$ cat src/rtl/card_evt_irq_pkg.sv
package card_evt_irq_pkg;
  localparam int REG_W   = 8;
  localparam int ADDR_W  = 3;
  localparam int CTYPE_W = 4;
  localparam int NBANK   = 2;

  typedef enum logic [ADDR_W-1:0] {
    A_CTRL = 3'd0,
    A_STS0 = 3'd1,
    A_STS1 = 3'd2,
    A_STS2 = 3'd3,
    A_MSK0 = 3'd4,
    A_MSK1 = 3'd5,
    A_GIE  = 3'd6,
    A_NONE = 3'd7
  } reg_addr_e;

  localparam logic [REG_W-1:0] STICKY0 = 8'hF0;
  localparam logic [REG_W-1:0] STICKY1 = 8'hFF;
  localparam logic [REG_W-1:0] MSK0_RW = 8'hF0;
  localparam logic [REG_W-1:0] MSK1_RW = 8'hFE;

  localparam int CTL_START = 0;
  localparam int CTL_DIR   = 2;
  localparam int CTL_FRST  = 3;
  localparam int CTL_TYPE  = 4;
  localparam int GIE_BIT   = 7;
  localparam int S0_WP     = 1;
  localparam int S0_DAT3   = 2;
  localparam int S0_PIN    = 3;
  localparam int S2_CBUSY  = 4;
  localparam int S2_DBUSY  = 5;
  localparam int S2_FCLK   = 7;
endpackage

$ cat src/rtl/evt_sticky_bank.sv
module evt_sticky_bank #(
  parameter int              W      = 8,
  parameter logic [W-1:0]    STICKY = '1
) (
  input  logic         clk,
  input  logic         rst_n,
  input  logic [W-1:0] evt_i,
  input  logic         clr_en_i,
  input  logic [W-1:0] clr_i,
  output logic [W-1:0] sts_o
);
  for (genvar i = 0; i < W; i++) begin : g_bit
    if (STICKY[i]) begin : g_flop
      logic q;
      always_ff @(posedge clk or negedge rst_n) begin
        if (!rst_n) q <= 1'b0;
        else        q <= (q & ~(clr_en_i & clr_i[i])) | evt_i[i];
      end
      assign sts_o[i] = q;
    end else begin : g_zero
      assign sts_o[i] = 1'b0;
    end
  end
endmodule

$ cat src/rtl/host_ctrl_regs.sv
module host_ctrl_regs
  import card_evt_irq_pkg::*;
#(
  parameter int W = REG_W,
  parameter int TW = CTYPE_W
) (
  input  logic         clk,
  input  logic         rst_n,
  input  logic         wr_ctrl_i,
  input  logic         wr_msk0_i,
  input  logic         wr_msk1_i,
  input  logic         wr_gie_i,
  input  logic         wr_sts2_i,
  input  logic [W-1:0] wdata_i,
  output logic         start_o,
  output logic         frst_o,
  output logic         dir_o,
  output logic [TW-1:0] ctype_o,
  output logic [W-1:0] msk0_o,
  output logic [W-1:0] msk1_o,
  output logic         gie_o,
  output logic         fclk_o
);
  always_ff @(posedge clk or negedge rst_n) begin
    if (!rst_n) begin
      start_o <= 1'b0;
      frst_o  <= 1'b0;
      dir_o   <= 1'b0;
      ctype_o <= '0;
    end else if (wr_ctrl_i) begin
      start_o <= wdata_i[CTL_START];
      frst_o  <= wdata_i[CTL_FRST];
      dir_o   <= wdata_i[CTL_DIR];
      ctype_o <= wdata_i[CTL_TYPE +: TW];
    end else begin
      start_o <= 1'b0;
      frst_o  <= 1'b0;
    end
  end

  always_ff @(posedge clk or negedge rst_n) begin
    if (!rst_n) begin
      msk0_o <= '0;
      msk1_o <= '0;
      gie_o  <= 1'b0;
      fclk_o <= 1'b0;
    end else begin
      if (wr_msk0_i) msk0_o <= wdata_i & MSK0_RW;
      if (wr_msk1_i) msk1_o <= wdata_i & MSK1_RW;
      if (wr_gie_i)  gie_o  <= wdata_i[GIE_BIT];
      if (wr_sts2_i) fclk_o <= wdata_i[S2_FCLK];
    end
  end
endmodule

$ cat src/rtl/irq_merge.sv
module irq_merge #(
  parameter int NB = 2,
  parameter int W  = 8
) (
  input  logic                 clk,
  input  logic                 rst_n,
  input  logic [NB-1:0][W-1:0] sts_i,
  input  logic [NB-1:0][W-1:0] msk_i,
  input  logic                 gie_i,
  output logic                 irq_o
);
  logic [NB-1:0] hit;
  for (genvar b = 0; b < NB; b++) begin : g_bank
    assign hit[b] = |(sts_i[b] & msk_i[b]);
  end

  always_ff @(posedge clk or negedge rst_n) begin
    if (!rst_n) irq_o <= 1'b0;
    else        irq_o <= gie_i & (|hit);
  end
endmodule

$ cat src/rtl/card_evt_irq_unit.sv
module card_evt_irq_unit
  import card_evt_irq_pkg::*;
(
  input  logic               clk,
  input  logic               rst_n,
  input  logic [ADDR_W-1:0]  reg_addr,
  input  logic               reg_wr,
  input  logic [REG_W-1:0]   reg_wdata,
  output logic [REG_W-1:0]   reg_rdata,
  input  logic [3:0]         evt0_i,
  input  logic [REG_W-1:0]   evt1_i,
  input  logic               wp_i,
  input  logic               cd_dat3_i,
  input  logic               cd_pin_i,
  input  logic               cmd_busy_i,
  input  logic               dat_busy_i,
  output logic               irq_o,
  output logic               cmd_start_o,
  output logic               fifo_rst_o,
  output logic               cmd_wr_o,
  output logic [CTYPE_W-1:0] cmd_type_o,
  output logic               force_clk_dis_o
);
  localparam logic [NBANK-1:0][REG_W-1:0] STICKY_SET = {STICKY1, STICKY0};
  localparam logic [NBANK-1:0][ADDR_W-1:0] BANK_ADDR = {A_STS1, A_STS0};

  reg_addr_e sel;
  assign sel = reg_addr_e'(reg_addr);

  logic [NBANK-1:0][REG_W-1:0] evt_vec;
  logic [NBANK-1:0][REG_W-1:0] sts_q;
  logic [NBANK-1:0][REG_W-1:0] msk_q;
  logic gie_q;

  assign evt_vec[0] = {evt0_i, 4'b0000};
  assign evt_vec[1] = evt1_i;

  for (genvar b = 0; b < NBANK; b++) begin : g_sts
    evt_sticky_bank #(.W(REG_W), .STICKY(STICKY_SET[b])) u_bank (
      .clk      (clk),
      .rst_n    (rst_n),
      .evt_i    (evt_vec[b]),
      .clr_en_i (reg_wr && (reg_addr == BANK_ADDR[b])),
      .clr_i    (reg_wdata),
      .sts_o    (sts_q[b])
    );
  end

  host_ctrl_regs u_ctrl (
    .clk       (clk),
    .rst_n     (rst_n),
    .wr_ctrl_i (reg_wr && sel == A_CTRL),
    .wr_msk0_i (reg_wr && sel == A_MSK0),
    .wr_msk1_i (reg_wr && sel == A_MSK1),
    .wr_gie_i  (reg_wr && sel == A_GIE),
    .wr_sts2_i (reg_wr && sel == A_STS2),
    .wdata_i   (reg_wdata),
    .start_o   (cmd_start_o),
    .frst_o    (fifo_rst_o),
    .dir_o     (cmd_wr_o),
    .ctype_o   (cmd_type_o),
    .msk0_o    (msk_q[0]),
    .msk1_o    (msk_q[1]),
    .gie_o     (gie_q),
    .fclk_o    (force_clk_dis_o)
  );

  irq_merge #(.NB(NBANK), .W(REG_W)) u_irq (
    .clk   (clk),
    .rst_n (rst_n),
    .sts_i (sts_q),
    .msk_i (msk_q),
    .gie_i (gie_q),
    .irq_o (irq_o)
  );

  logic [REG_W-1:0] ctrl_view, lvl0_view, sts2_view, gie_view;
  always_comb begin
    ctrl_view = '0;
    ctrl_view[CTL_START] = cmd_start_o;
    ctrl_view[CTL_DIR]   = cmd_wr_o;
    ctrl_view[CTL_FRST]  = fifo_rst_o;
    ctrl_view[CTL_TYPE +: CTYPE_W] = cmd_type_o;
    lvl0_view = '0;
    lvl0_view[S0_WP]   = wp_i;
    lvl0_view[S0_DAT3] = cd_dat3_i;
    lvl0_view[S0_PIN]  = cd_pin_i;
    sts2_view = '0;
    sts2_view[S2_CBUSY] = cmd_busy_i;
    sts2_view[S2_DBUSY] = dat_busy_i;
    sts2_view[S2_FCLK]  = force_clk_dis_o;
    gie_view = '0;
    gie_view[GIE_BIT] = gie_q;
  end

  always_comb begin
    case (sel)
      A_CTRL:  reg_rdata = ctrl_view;
      A_STS0:  reg_rdata = sts_q[0] | lvl0_view;
      A_STS1:  reg_rdata = sts_q[1];
      A_STS2:  reg_rdata = sts2_view;
      A_MSK0:  reg_rdata = msk_q[0];
      A_MSK1:  reg_rdata = msk_q[1];
      A_GIE:   reg_rdata = gie_view;
      default: reg_rdata = '0;
    endcase
  end
endmodule

$ cat config.mk
export PLATFORM = sky130hd
export DESIGN_NAME = card_evt_irq_unit
export DESIGN_NICKNAME = d
export VERILOG_FILES = /design/src/rtl/card_evt_irq_pkg.sv /design/src/rtl/evt_sticky_bank.sv /design/src/rtl/host_ctrl_regs.sv /design/src/rtl/irq_merge.sv /design/src/rtl/card_evt_irq_unit.sv
export SDC_FILE = /design/constraint.sdc
export NUM_CORES = 1
export LEC_CHECK = 0
export BUFFER_PORTS_ARGS = -buffer_cell sky130_fd_sc_hd__buf_2
export CELL_PAD_IN_SITES_DETAIL_PLACEMENT = 0
export CELL_PAD_IN_SITES_GLOBAL_PLACEMENT = 1
export CORE_MARGIN = 2
export CORE_UTILIZATION = 41
export DETAILED_ROUTE_END_ITERATION = 16
export PLACE_DENSITY = 0.89
export SYNTH_ARGS = -nofsm -noshare
export SYNTH_HDL_FRONTEND = slang
export SYNTH_HIERARCHICAL = 1
export SYNTH_SLANG_ARGS = --single-unit
$ cat constraint.sdc
create_clock -name clk -period 2.1 [get_ports clk]
set_clock_uncertainty 0.15 [all_clocks]
set_input_delay 0.63 -clock clk [delete_from_list [all_inputs] [get_ports clk]]
set_output_delay 0.63 -clock clk [all_outputs]
set_load 0.005 [all_outputs]
; After elaboration in Yosys (flattened, before gate mapping)
; Index checks and enable logic that the tools add are counted.
; Widths: inputs -> output; s select.
[totals]
ff_bits = 33
inputBits = 31
[classes]
n_mux = 3
bitwise = 52
reduce_logical = 9
n_eq_ne = 6
[ops]
columns = cell, count
row1 = $pmux 8 s7, 1
row2 = $and 1x1->1, 25
row3 = $and 8x8->8, 2
row4 = $reduce_or 16->1, 1
row5 = $not 1->1, 12
row6 = $or 1x1->1, 12
row7 = $eq 3x3->1 const B, 3
row8 = $or 8x4->8, 1
row9 = $logic_and 1x1->1, 7
row10 = $eq 3x2->1 const B, 2
row11 = $eq 3x1->1 const B, 1
row12 = $logic_not 3->1, 1
row13 = $mux 1, 2

; Logic depth before layout (Yosys ltp)
[depth]
word_depth = 6
mapped_depth = 7
ltp_nobuf = 4

; Cells and area by module
; Netlist, hierarchy kept.
[by_module_without_submodules]
columns = module, area_per_inst_um2, seq_area_each_um2, cells_each, instances
row1 = host_ctrl_regs, 824.5, 500.5, 48, 1
row2 = card_evt_irq_unit, 493.0, 0.0, 66, 1
row3 = evt_sticky_bank (g_sts[1].u_bank), 357.8, 200.2, 33, 1
row4 = evt_sticky_bank (g_sts[0].u_bank), 209.0, 100.1, 21, 1
row5 = irq_merge, 120.1, 25.0, 12, 1

; Worst setup path after synthesis
; Ideal clock, no wire load.
[synth_path]
kind = input -> output
start = input port reg_addr[0]
end = output port reg_rdata[4]
required_ns = 1.320
path_buffers = 1
stages = 3
t_arrival_ns = 1.351
setup_slack_ns = -0.031
cell_sequence = buf_6 -> mux4_2 -> o2bb2ai_1
[synth_via]
elab_chain_cells = 2
[synth_lines]
columns = item, line
row1 = from (decl), card_evt_irq_unit.sv:6  ; input logic [ADDR_W-1:0] reg_addr,
row2 = "$eq 3x3->1, or another cell as far along", card_evt_irq_unit.sv:97  ; case (sel)
row3 = $pmux 8 s7 (*), card_evt_irq_unit.sv:97
row4 = to (decl), card_evt_irq_unit.sv:9  ; output logic [REG_W-1:0] reg_rdata,
; Mark *: on every way between the ends. The rest lies on a longest branch, timed or not.

; Final worst setup path
[layout_path]
start = input port reg_addr[0]
end = output port reg_rdata[5]
; Same word-level chain as after synthesis.

==> results.py <==
metrics = {
    "route": {
        "ant_nets": 0,
        "firstDrtPassIters": 4,
        "wl_per_cell_microns": 16.6,
        "vias": 1559,
        "via_per_inst": 5.08,
        "routed_wl_microns": 5090,
        "drtIter0Drc": 66,
        "drc": 0,
    },
    "die": {
        "dieArea_sq_um": 5450,
        "core_sq_um": 4720,
        "die_h_microns": 73.9,
        "pin_count": 48,
        "rows": 25,
        "die_width_microns": 73.9,
        "initial_core_util": 0.424,
    },
    "final_layout": {
        "drive_above_1_share": 0.533,
        "most-common-layout-cells": "buf_2, dfrtp_1, buf_4, mux2_4, nand2_1",
        "final_nets": 270,
        "layout_commonest_cell": "buf_2",
        "syn2layout_area_growth_pct": 31.6,
        "n_antenna_cell": 0,
        "finalNonFillerCells": 307,
    },
    "sta": {
        "setup_viol": 8,
        "layout_min_cycle_time_ns": 2.26,
        "finalCritPeriodShare": 1.08,
        "hold_viol": 0,
        "fmax_mhz": 442,
        "worst_slack_ns": -0.164,
        "rsz0062_at_grt": "true",
        "fin_tns_setup_ns": -0.962,
        "slew_viol_final": 0,
    },
    "global_route": {
        "grt_max_degree": 19,
        "met1_usage": 0.268,
        "grt_pass1_vias": 1571,
        "use_met2": 0.312,
        "grt_overflow": 0,
        "grtUsageTotal": 0.203,
        "busiest_layer": "met2",
        "grt_antenna_before_repair": 0,
        "use_met3": 0.0562,
        "grt_pass1_wl_microns": 8110,
    },
    "run_status": {
        "status": "finished, violations left",
        "violations": "negative setup slack",
    },
    "critical_path": {
        "cp_max_fo": 7,
        "start_kind": "input port",
        "end_kind": "output port",
        "cp_data_arrival_time_ns": 1.48,
        "required_ns": 1.32,
        "path_class": "in -> out",
    },
    "placement": {
        "numPlacedInstances": 293,
        "place.gp.congestion": 0.858,
        "place_hpwl_microns": 3630,
        "io_buffers": 47,
    },
    "clock_network": {
        "cts_tree": "yes",
        "htreeDepth": 2,
        "cts_hold_buf": 0,
        "cts_inserted_buffers": 5,
        "cts_max_path_buffers": 2,
        "clk_latency_ns": 0.29,
        "clkSlewWorstSetupHoldPaths_ns": 0.08,
        "clock_sinks": 33,
        "cts_root_buf": "clkbuf_8",
    },
    "pwr": {
        "ir_drop_uv": 375,
        "power.leakage_nw": 1.22,
        "power_mw": 1.88,
        "power_per_cell_area_nw_per_um2": 715,
    },
    "yosys": {
        "syn_area_sq_um": 2000,
        "syn_area_per_cell_sq_um": 11.2,
        "ys_warn_count": 6,
        "netlist_instances": 179,
    },
    "run": {
        "maxCapViolCount": 0,
    },
    "min_path": {
        "min_path_type": "in -> async",
    },
}
[final timing paths]
check	start	endpoint	slack [ns]	depth (start not counted)
max in group asynchronous	rst_n	u_ctrl/msk1_o[7]$_DFFE_PN0P_	1.26	2
hold reg to reg	g_sts[0].u_bank/g_bit[4].g_flop.q$_DFF_PN0_	g_sts[0].u_bank/g_bit[4].g_flop.q$_DFF_PN0_	0.37	1
min in group clk	evt0_i[1]	g_sts[0].u_bank/g_bit[5].g_flop.q$_DFF_PN0_	0.35	2
hold / removal	rst_n	g_sts[0].u_bank/g_bit[6].g_flop.q$_DFF_PN0_	0.10	1
setup / recovery	reg_addr[0]	reg_rdata[5]	-0.16	4
setup reg to reg	g_sts[1].u_bank/g_bit[1].g_flop.q$_DFF_PN0_	u_irq/irq_o$_DFF_PN0_	0.66	4
[per-stage QoR]
stage | hold WS [ns] | area (sq um) | utilization | worst slack [ns]
floorplan | 0.184 | 2030 | - | -0.0312
global placement | 0.347 | 2290 | 0.485 | -0.284
detailed placement | 0.355 | 2290 | 0.485 | -0.282
CTS | 0.105 | 2600 | 0.550 | -0.170
global route | 0.122 | 2630 | 0.557 | -0.196
finish | 0.101 | 2630 | 0.557 | -0.164
[critical path, cell delays in order]
cell and delay (ns):
buf_12 0.11, mux4_2 0.49, o2bb2ai_1 0.13, buf_2 0.13
[layer usage]
| metal | wire length [microns] | up-vias |
|---|---|---|
| met5 | 0 | - |
| met1 | 2220 | 775 |
| li1 | - | 728 |
| met4 | 109 | 0 |
| met3 | 264 | 11 |
| met2 | 2490 | 45 |
[area by class of cell]
type / count / area (sq um)
Fill cell: 406 / 2090
Multi-Input combinational cell: 120 / 1050
Sequential cell: 33 / 826
Timing Repair Buffer: 76 / 549
Tap cell: 67 / 83.8
Clock buffer: 5 / 68.8
Clock inverter: 3 / 46.3
Inverter: 3 / 11.3
[flip-flops by register name, indices dropped and copies added (netlist names)]
name and count:
g_sts.u_bank/g_bit.g_flop.q 12, u_ctrl/msk1_o 7, u_ctrl/ctype_o 4, u_ctrl/msk0_o 4, u_ctrl/dir_o 1, u_ctrl/fclk_o 1
u_ctrl/frst_o 1, u_ctrl/gie_o 1, u_ctrl/start_o 1, u_irq/irq_o 1
[where the power goes]
group | internal, mW | switching, mW | leakage (nW)
Sequential | 0.722 | 0.0776 | 0.363
Clock | 0.355 | 0.261 | 0.0543
Combinational | 0.284 | 0.184 | 0.804
[timing repair]
| item | CTS | global route |
|---|---|---|
| gates resized for setup | 31 | 7 |
| pin swaps | 10 | 6 |
| cloned | 1 | 0 |
| buffers inserted | 5 | 0 |
| endpoints found under the setup margin | 8 | 8 |
Note: power is estimated with default switching activity, not from simulation.
